[src/rtl/pwm_chan_pkg.sv]
package pwm_chan_pkg;

  localparam int unsigned LIN_W_DEF   = 8;
  localparam int unsigned SHIFT_W_DEF = 4;
  localparam int unsigned CNT_W_DEF   = 8;

  typedef struct packed {
    logic pin_en;
    logic clk_en;
    logic invert;
    logic sync_off;
  } pwm_ctrl_t;

endpackage

[src/rtl/pwm_cfg_regs.sv]
module pwm_cfg_regs
  import pwm_chan_pkg::*;
#(
  parameter int unsigned LIN_W   = LIN_W_DEF,
  parameter int unsigned SHIFT_W = SHIFT_W_DEF,
  parameter int unsigned CNT_W   = CNT_W_DEF
) (
  input  logic               clk,
  input  logic               rst,
  input  logic               we,
  input  logic [LIN_W-1:0]   wr_lin,
  input  logic [SHIFT_W-1:0] wr_shift,
  input  logic [CNT_W-1:0]   wr_top,
  input  logic [CNT_W-1:0]   wr_rise,
  input  logic [CNT_W-1:0]   wr_fall,
  input  pwm_ctrl_t          wr_ctrl,
  input  logic               period_end,
  output pwm_ctrl_t          ctrl,
  output logic [LIN_W-1:0]   act_lin,
  output logic [SHIFT_W-1:0] act_shift,
  output logic [CNT_W-1:0]   act_top,
  output logic [CNT_W-1:0]   act_rise,
  output logic [CNT_W-1:0]   act_fall
);

  logic [LIN_W-1:0]   pend_lin;
  logic [SHIFT_W-1:0] pend_shift;
  logic [CNT_W-1:0]   pend_top;
  logic [CNT_W-1:0]   pend_rise;
  logic [CNT_W-1:0]   pend_fall;
  logic               load_act;

  // Active copy follows pending at a period end, or freely when
  // deferral is off or the counter is stopped.
  assign load_act = period_end || ctrl.sync_off || !ctrl.clk_en;

  always_ff @(posedge clk) begin
    if (rst) begin
      ctrl       <= '0;
      pend_lin   <= '0;
      pend_shift <= '0;
      pend_top   <= '0;
      pend_rise  <= '0;
      pend_fall  <= '0;
    end else if (we) begin
      ctrl       <= wr_ctrl;
      pend_lin   <= wr_lin;
      pend_shift <= wr_shift;
      pend_top   <= wr_top;
      pend_rise  <= wr_rise;
      pend_fall  <= wr_fall;
    end
  end

  always_ff @(posedge clk) begin
    if (rst) begin
      act_lin   <= '0;
      act_shift <= '0;
      act_top   <= '0;
      act_rise  <= '0;
      act_fall  <= '0;
    end else if (load_act) begin
      act_lin   <= pend_lin;
      act_shift <= pend_shift;
      act_top   <= pend_top;
      act_rise  <= pend_rise;
      act_fall  <= pend_fall;
    end
  end

endmodule

[src/rtl/pwm_prescaler.sv]
module pwm_prescaler #(
  parameter int unsigned LIN_W   = 8,
  parameter int unsigned SHIFT_W = 4
) (
  input  logic               clk,
  input  logic               rst,
  input  logic               en,
  input  logic [LIN_W-1:0]   lin,
  input  logic [SHIFT_W-1:0] shift,
  output logic               tick
);

  localparam int unsigned POW_W = (1 << SHIFT_W) - 1;

  logic [LIN_W-1:0] lin_cnt;
  logic [POW_W-1:0] pow_cnt;
  logic [POW_W:0]   pow_full;
  logic [POW_W-1:0] pow_mask;
  logic             lin_hit;
  logic             pow_hit;

  assign pow_full = ({{POW_W{1'b0}}, 1'b1} << shift) - {{POW_W{1'b0}}, 1'b1};
  assign pow_mask = pow_full[POW_W-1:0];
  assign lin_hit  = (lin_cnt >= lin);
  assign pow_hit  = (pow_cnt >= pow_mask);
  assign tick     = en && lin_hit && pow_hit;

  always_ff @(posedge clk) begin
    if (rst || !en) begin
      lin_cnt <= '0;
    end else if (lin_hit) begin
      lin_cnt <= '0;
    end else begin
      lin_cnt <= lin_cnt + 1'b1;
    end
  end

  always_ff @(posedge clk) begin
    if (rst || !en) begin
      pow_cnt <= '0;
    end else if (lin_hit) begin
      if (pow_hit) begin
        pow_cnt <= '0;
      end else begin
        pow_cnt <= pow_cnt + 1'b1;
      end
    end
  end

endmodule

[src/rtl/pwm_period_cnt.sv]
module pwm_period_cnt #(
  parameter int unsigned CNT_W = 8
) (
  input  logic             clk,
  input  logic             rst,
  input  logic             en,
  input  logic             tick,
  input  logic [CNT_W-1:0] top,
  output logic [CNT_W-1:0] cnt,
  output logic             wrap
);

  assign wrap = tick && (cnt >= top);

  always_ff @(posedge clk) begin
    if (rst || !en) begin
      cnt <= '0;
    end else if (wrap) begin
      cnt <= '0;
    end else if (tick) begin
      cnt <= cnt + 1'b1;
    end
  end

endmodule

[src/rtl/pwm_edge_out.sv]
module pwm_edge_out
  import pwm_chan_pkg::*;
#(
  parameter int unsigned CNT_W      = 8,
  parameter bit          ALLOW_WRAP = 1'b1
) (
  input  logic             clk,
  input  logic             rst,
  input  logic [CNT_W-1:0] cnt,
  input  logic [CNT_W-1:0] rise,
  input  logic [CNT_W-1:0] fall,
  input  pwm_ctrl_t        ctrl,
  output logic             pwm_out
);

  logic in_win;
  logic gated;

  generate
    if (ALLOW_WRAP) begin : g_wrap
      always_comb begin
        if (rise == fall) begin
          in_win = 1'b1;
        end else if (rise < fall) begin
          in_win = (cnt >= rise) && (cnt < fall);
        end else begin
          in_win = (cnt >= rise) || (cnt < fall);
        end
      end
    end else begin : g_plain
      always_comb begin
        in_win = (rise == fall) || ((cnt >= rise) && (cnt < fall));
      end
    end
  endgenerate

  assign gated = in_win && ctrl.clk_en && ctrl.pin_en;

  always_ff @(posedge clk) begin
    if (rst) begin
      pwm_out <= 1'b0;
    end else begin
      pwm_out <= gated ^ ctrl.invert;
    end
  end

endmodule

[src/rtl/pwm_edge_channel.sv]
module pwm_edge_channel
  import pwm_chan_pkg::*;
#(
  parameter int unsigned LIN_W      = LIN_W_DEF,
  parameter int unsigned SHIFT_W    = SHIFT_W_DEF,
  parameter int unsigned CNT_W      = CNT_W_DEF,
  parameter bit          ALLOW_WRAP = 1'b1
) (
  input  logic               clk,
  input  logic               rst,
  input  logic               cfg_we,
  input  logic [LIN_W-1:0]   cfg_div_lin,
  input  logic [SHIFT_W-1:0] cfg_div_shift,
  input  logic [CNT_W-1:0]   cfg_top,
  input  logic [CNT_W-1:0]   cfg_rise,
  input  logic [CNT_W-1:0]   cfg_fall,
  input  logic               cfg_pin_en,
  input  logic               cfg_clk_en,
  input  logic               cfg_invert,
  input  logic               cfg_sync_off,
  output logic               pwm_out
);

  pwm_ctrl_t          wr_ctrl;
  pwm_ctrl_t          ctrl_q;
  logic [LIN_W-1:0]   act_lin;
  logic [SHIFT_W-1:0] act_shift;
  logic [CNT_W-1:0]   act_top;
  logic [CNT_W-1:0]   act_rise;
  logic [CNT_W-1:0]   act_fall;
  logic               q_tick;
  logic               p_wrap;
  logic [CNT_W-1:0]   p_cnt;

  assign wr_ctrl.pin_en   = cfg_pin_en;
  assign wr_ctrl.clk_en   = cfg_clk_en;
  assign wr_ctrl.invert   = cfg_invert;
  assign wr_ctrl.sync_off = cfg_sync_off;

  pwm_cfg_regs #(
    .LIN_W(LIN_W), .SHIFT_W(SHIFT_W), .CNT_W(CNT_W)
  ) u_regs (
    .clk(clk), .rst(rst), .we(cfg_we),
    .wr_lin(cfg_div_lin), .wr_shift(cfg_div_shift), .wr_top(cfg_top),
    .wr_rise(cfg_rise), .wr_fall(cfg_fall), .wr_ctrl(wr_ctrl),
    .period_end(p_wrap), .ctrl(ctrl_q),
    .act_lin(act_lin), .act_shift(act_shift), .act_top(act_top),
    .act_rise(act_rise), .act_fall(act_fall)
  );

  pwm_prescaler #(
    .LIN_W(LIN_W), .SHIFT_W(SHIFT_W)
  ) u_pre (
    .clk(clk), .rst(rst), .en(ctrl_q.clk_en),
    .lin(act_lin), .shift(act_shift), .tick(q_tick)
  );

  pwm_period_cnt #(
    .CNT_W(CNT_W)
  ) u_cnt (
    .clk(clk), .rst(rst), .en(ctrl_q.clk_en), .tick(q_tick),
    .top(act_top), .cnt(p_cnt), .wrap(p_wrap)
  );

  pwm_edge_out #(
    .CNT_W(CNT_W), .ALLOW_WRAP(ALLOW_WRAP)
  ) u_out (
    .clk(clk), .rst(rst), .cnt(p_cnt), .rise(act_rise), .fall(act_fall),
    .ctrl(ctrl_q), .pwm_out(pwm_out)
  );

endmodule

[config.mk]
export PLATFORM = sky130hd
export DESIGN_NAME = pwm_edge_channel
export DESIGN_NICKNAME = d
export VERILOG_FILES = /design/src/rtl/pwm_chan_pkg.sv /design/src/rtl/pwm_cfg_regs.sv /design/src/rtl/pwm_prescaler.sv /design/src/rtl/pwm_period_cnt.sv /design/src/rtl/pwm_edge_out.sv /design/src/rtl/pwm_edge_channel.sv
export SDC_FILE = /design/constraint.sdc
export NUM_CORES = 1
export LEC_CHECK = 0
export ABC_AREA = 1
export CORE_MARGIN = 10
export CORE_UTILIZATION = 38
export CTS_CLUSTER_DIAMETER = 50
export CTS_CLUSTER_SIZE = 20
export DETAILED_ROUTE_END_ITERATION = 8
export PLACE_DENSITY = 0.56
export SLEW_MARGIN = 5
export SYNTH_ARGS = -nofsm -noshare
export SYNTH_HDL_FRONTEND = slang
export SYNTH_SLANG_ARGS = --single-unit
export TNS_END_PERCENT = 50
[constraint.sdc]
create_clock -name clk -period 4.1 [get_ports clk]
set_clock_uncertainty 0.2 [all_clocks]
set_input_delay 0.615 -clock clk [delete_from_list [all_inputs] [get_ports clk]]
set_output_delay 0.615 -clock clk [all_outputs]
set_load 0.05 [all_outputs]
==> flow_summary.yaml <==
outcome:
  outcome: "finished, final reports clean"
place:
  placement.setup.worst_slack_ps: 782
  place_area_sq_um: 6420
  gp_congestion: 0.855
  portBuffers: 43
  dp_hpwl_microns: 9540
clock_tree:
  post_cts_buffers: 0
  cts_tree: "built"
  htree_levels: 3
  cts_made_buffers: 9
  ctsHoldBuffers: 0
  path_clk_slew_ps: 80
  cts_root_buf: "clkbuf_16"
  clk-insertion-delay-late_ps: 360
  cts_resized: 0
  clock-sinks: 108
  cts.path.max_buffers: 2
global_routing:
  grt_pass1_wl_microns: 22700
  grt_remaining_overflow: 0
  grt_max_degree: 48
  grt.total_usage: 0.134
  antenna_found_initial: 0
  grt_pass1_vias: 4774
sta:
  hold_viol: 0
  worst_slack_ps: 744
  period_share: 0.818
  slew_headroom: 0.468
  drv_slew: 0
  setup_viol: 0
  min_period_ps: 3360
  tightest_slew_ps: 796
  max_freq_mhz: 298
  rsz0062_at_grt: "false"
  fin_tns_setup_ps: 0
routing:
  drt_wl_total_microns: 13100
  drc: 0
  wl_per_cell_microns: 12.5
  vias_per_cell: 4.81
  num_vias: 5033
  drt_iter0_drc: 291
  postRouteAntennaNets: 0
  dr.pass1.iters: 4
worst_setup_path:
  worst_setup_path_end_kind: "flip-flop"
  crit_arrival_ps: 3410
  crit_type: "reg -> reg"
  start_kind: "flip-flop"
  path_max_fanout: 34
  cp.required_ps: 4150
  rrSetupSlack_ps: 740
floorplanning:
  io_pins: 44
  coreArea_sq_um: 15100
  die-width_microns: 144
  die-area_sq_um: 20600
  num_rows: 45
  initial_core_util: 0.385
  fp.dieH_microns: 144
logic_synthesis:
  ys_warn_count: 0
  syn_nets: 926
  seq_area_frac_synth: 0.372
  ys_types: 28
  synth_edf_count: 0
  syn_area_sq_um: 5810
  syn_avg_cell_area_sq_um: 7.04
  synth_seq_cells: 108
  synth_ff_type: "dfxtp_1"
  synthArstFlopShare: 0
  synth_cells: 825
final_layout:
  fillers: 1613
  drive_above_1_share: 0.0373
  syn_to_final_growth_pct: 15.5
  antenna_cells: 0
  multi_input_area_sq_um: 3190
  final_common_cell: "nor2_1"
  design_area_sq_um: 6710
  largest_register_ffs: 15
  top_register: "u_pre.pow_cnt"
  post-route-util: 0.445
  seq_area_sq_um: 2160
  final_nets: 954
  most-common-layout-cells: "nor2_1, nand2_1, dfxtp_1, inv_1, a21oi_1"
run:
  drv_cap: 0
pwr:
  ir_worst_vdd_mv: 0.235
  p_leak_nw: 2.94
  power_density_nw_per_um2: 358
hold_path:
  worstHoldPathType: "reg -> reg"
## area by class of cell
class                   instances  share of cell area
clock buffers                  10              0.0356
clock inverters                 6             0.00820
inverters                      87              0.0487
multi-input cells             596               0.475
flip-flops and latches        108               0.322
well taps                     188              0.0351
repair buffers                 51              0.0750
## worst paths after layout
kind / start / to / cells past startpoint
max: u_regs.act_shift[2]$_SDFFE_PP0P_ / u_regs.act_fall[0]$_SDFFE_PP0P_ / 18
min: u_regs.pend_rise[7]$_SDFFE_PP0P_ / u_regs.act_rise[7]$_SDFFE_PP0P_ / 2
max reg2reg: u_regs.act_shift[2]$_SDFFE_PP0P_ / u_regs.act_fall[0]$_SDFFE_PP0P_ / 18
min reg2reg: u_regs.pend_rise[7]$_SDFFE_PP0P_ / u_regs.act_rise[7]$_SDFFE_PP0P_ / 2
## cell usage after synthesis, types with 7 or more instances
master | n | area share
dfxtp_1 | 108 | 0.37
a21oi_1 | 76 | 0.065
ha_1 | 58 | 0.12
inv_1 | 86 | 0.056
nor2_1 | 160 | 0.10
o21ai_0 | 51 | 0.044
nor3_1 | 8 | 0.0069
xor2_1 | 10 | 0.015
nand4_1 | 12 | 0.013
nand2_1 | 135 | 0.087
buf_2 | 8 | 0.0069
xnor2_1 | 7 | 0.011
clkbuf_1 | 25 | 0.016
nand3_1 | 65 | 0.056
## kinds of logic after synthesis
kind of cell,after synthesis,share of synthesized area
simple gates,387,0.278
buf+inv,121,0.0805
fa+ha+maj,58,0.125
xor+xnor,17,0.0256
flops,108,0.372
compound gates,134,0.119
## worst max-delay path, cell delays in order (launching register included)
cell     delay (ps)
dfxtp_1         510
nor2_1           70
inv_1            90
nor2_1           60
nand2_1          80
ha_1            220
nand2_1          90
xor2_1          140
ha_1            290
nand2_1          60
nor2_1          130
nand2_1          80
a21oi_1         130
nor2_1           50
nand3_1         140
nand3_4         350
buf_12          320
a21oi_1         150
nor2_1           60
## report_power, final
part | total, W | switching (W) | internal [W]
sequential | 0.00113 | 0.0000295 | 0.00110
combinational | 0.000392 | 0.000230 | 0.000162
clock | 0.000874 | 0.000433 | 0.000440
total | 0.00240 | 0.000693 | 0.00171
## metrics by stage
step / power (W) / cells / hold slack [ps]
2_1_floorplan: 0.00143 / 825 / 241
3_3_place_gp: 0.00155 / 1030 / 257
3_5_place_dp: 0.00156 / 1030 / 262
4_1_cts: 0.00244 / 1046 / 283
5_1_grt: 0.00254 / 1046 / 313
6_report: 0.00240 / 1046 / 283
## routing by layer
layer	global-route usage	vias to the layer above	share of wire
met1	0.175	2239	0.50
met3	0.0406	8	0.044
li1	-	2731	-
met2	0.210	55	0.45
met4	0.0322	0	0.0074
met5	0	-	0
(Power assumes the default switching activity.)
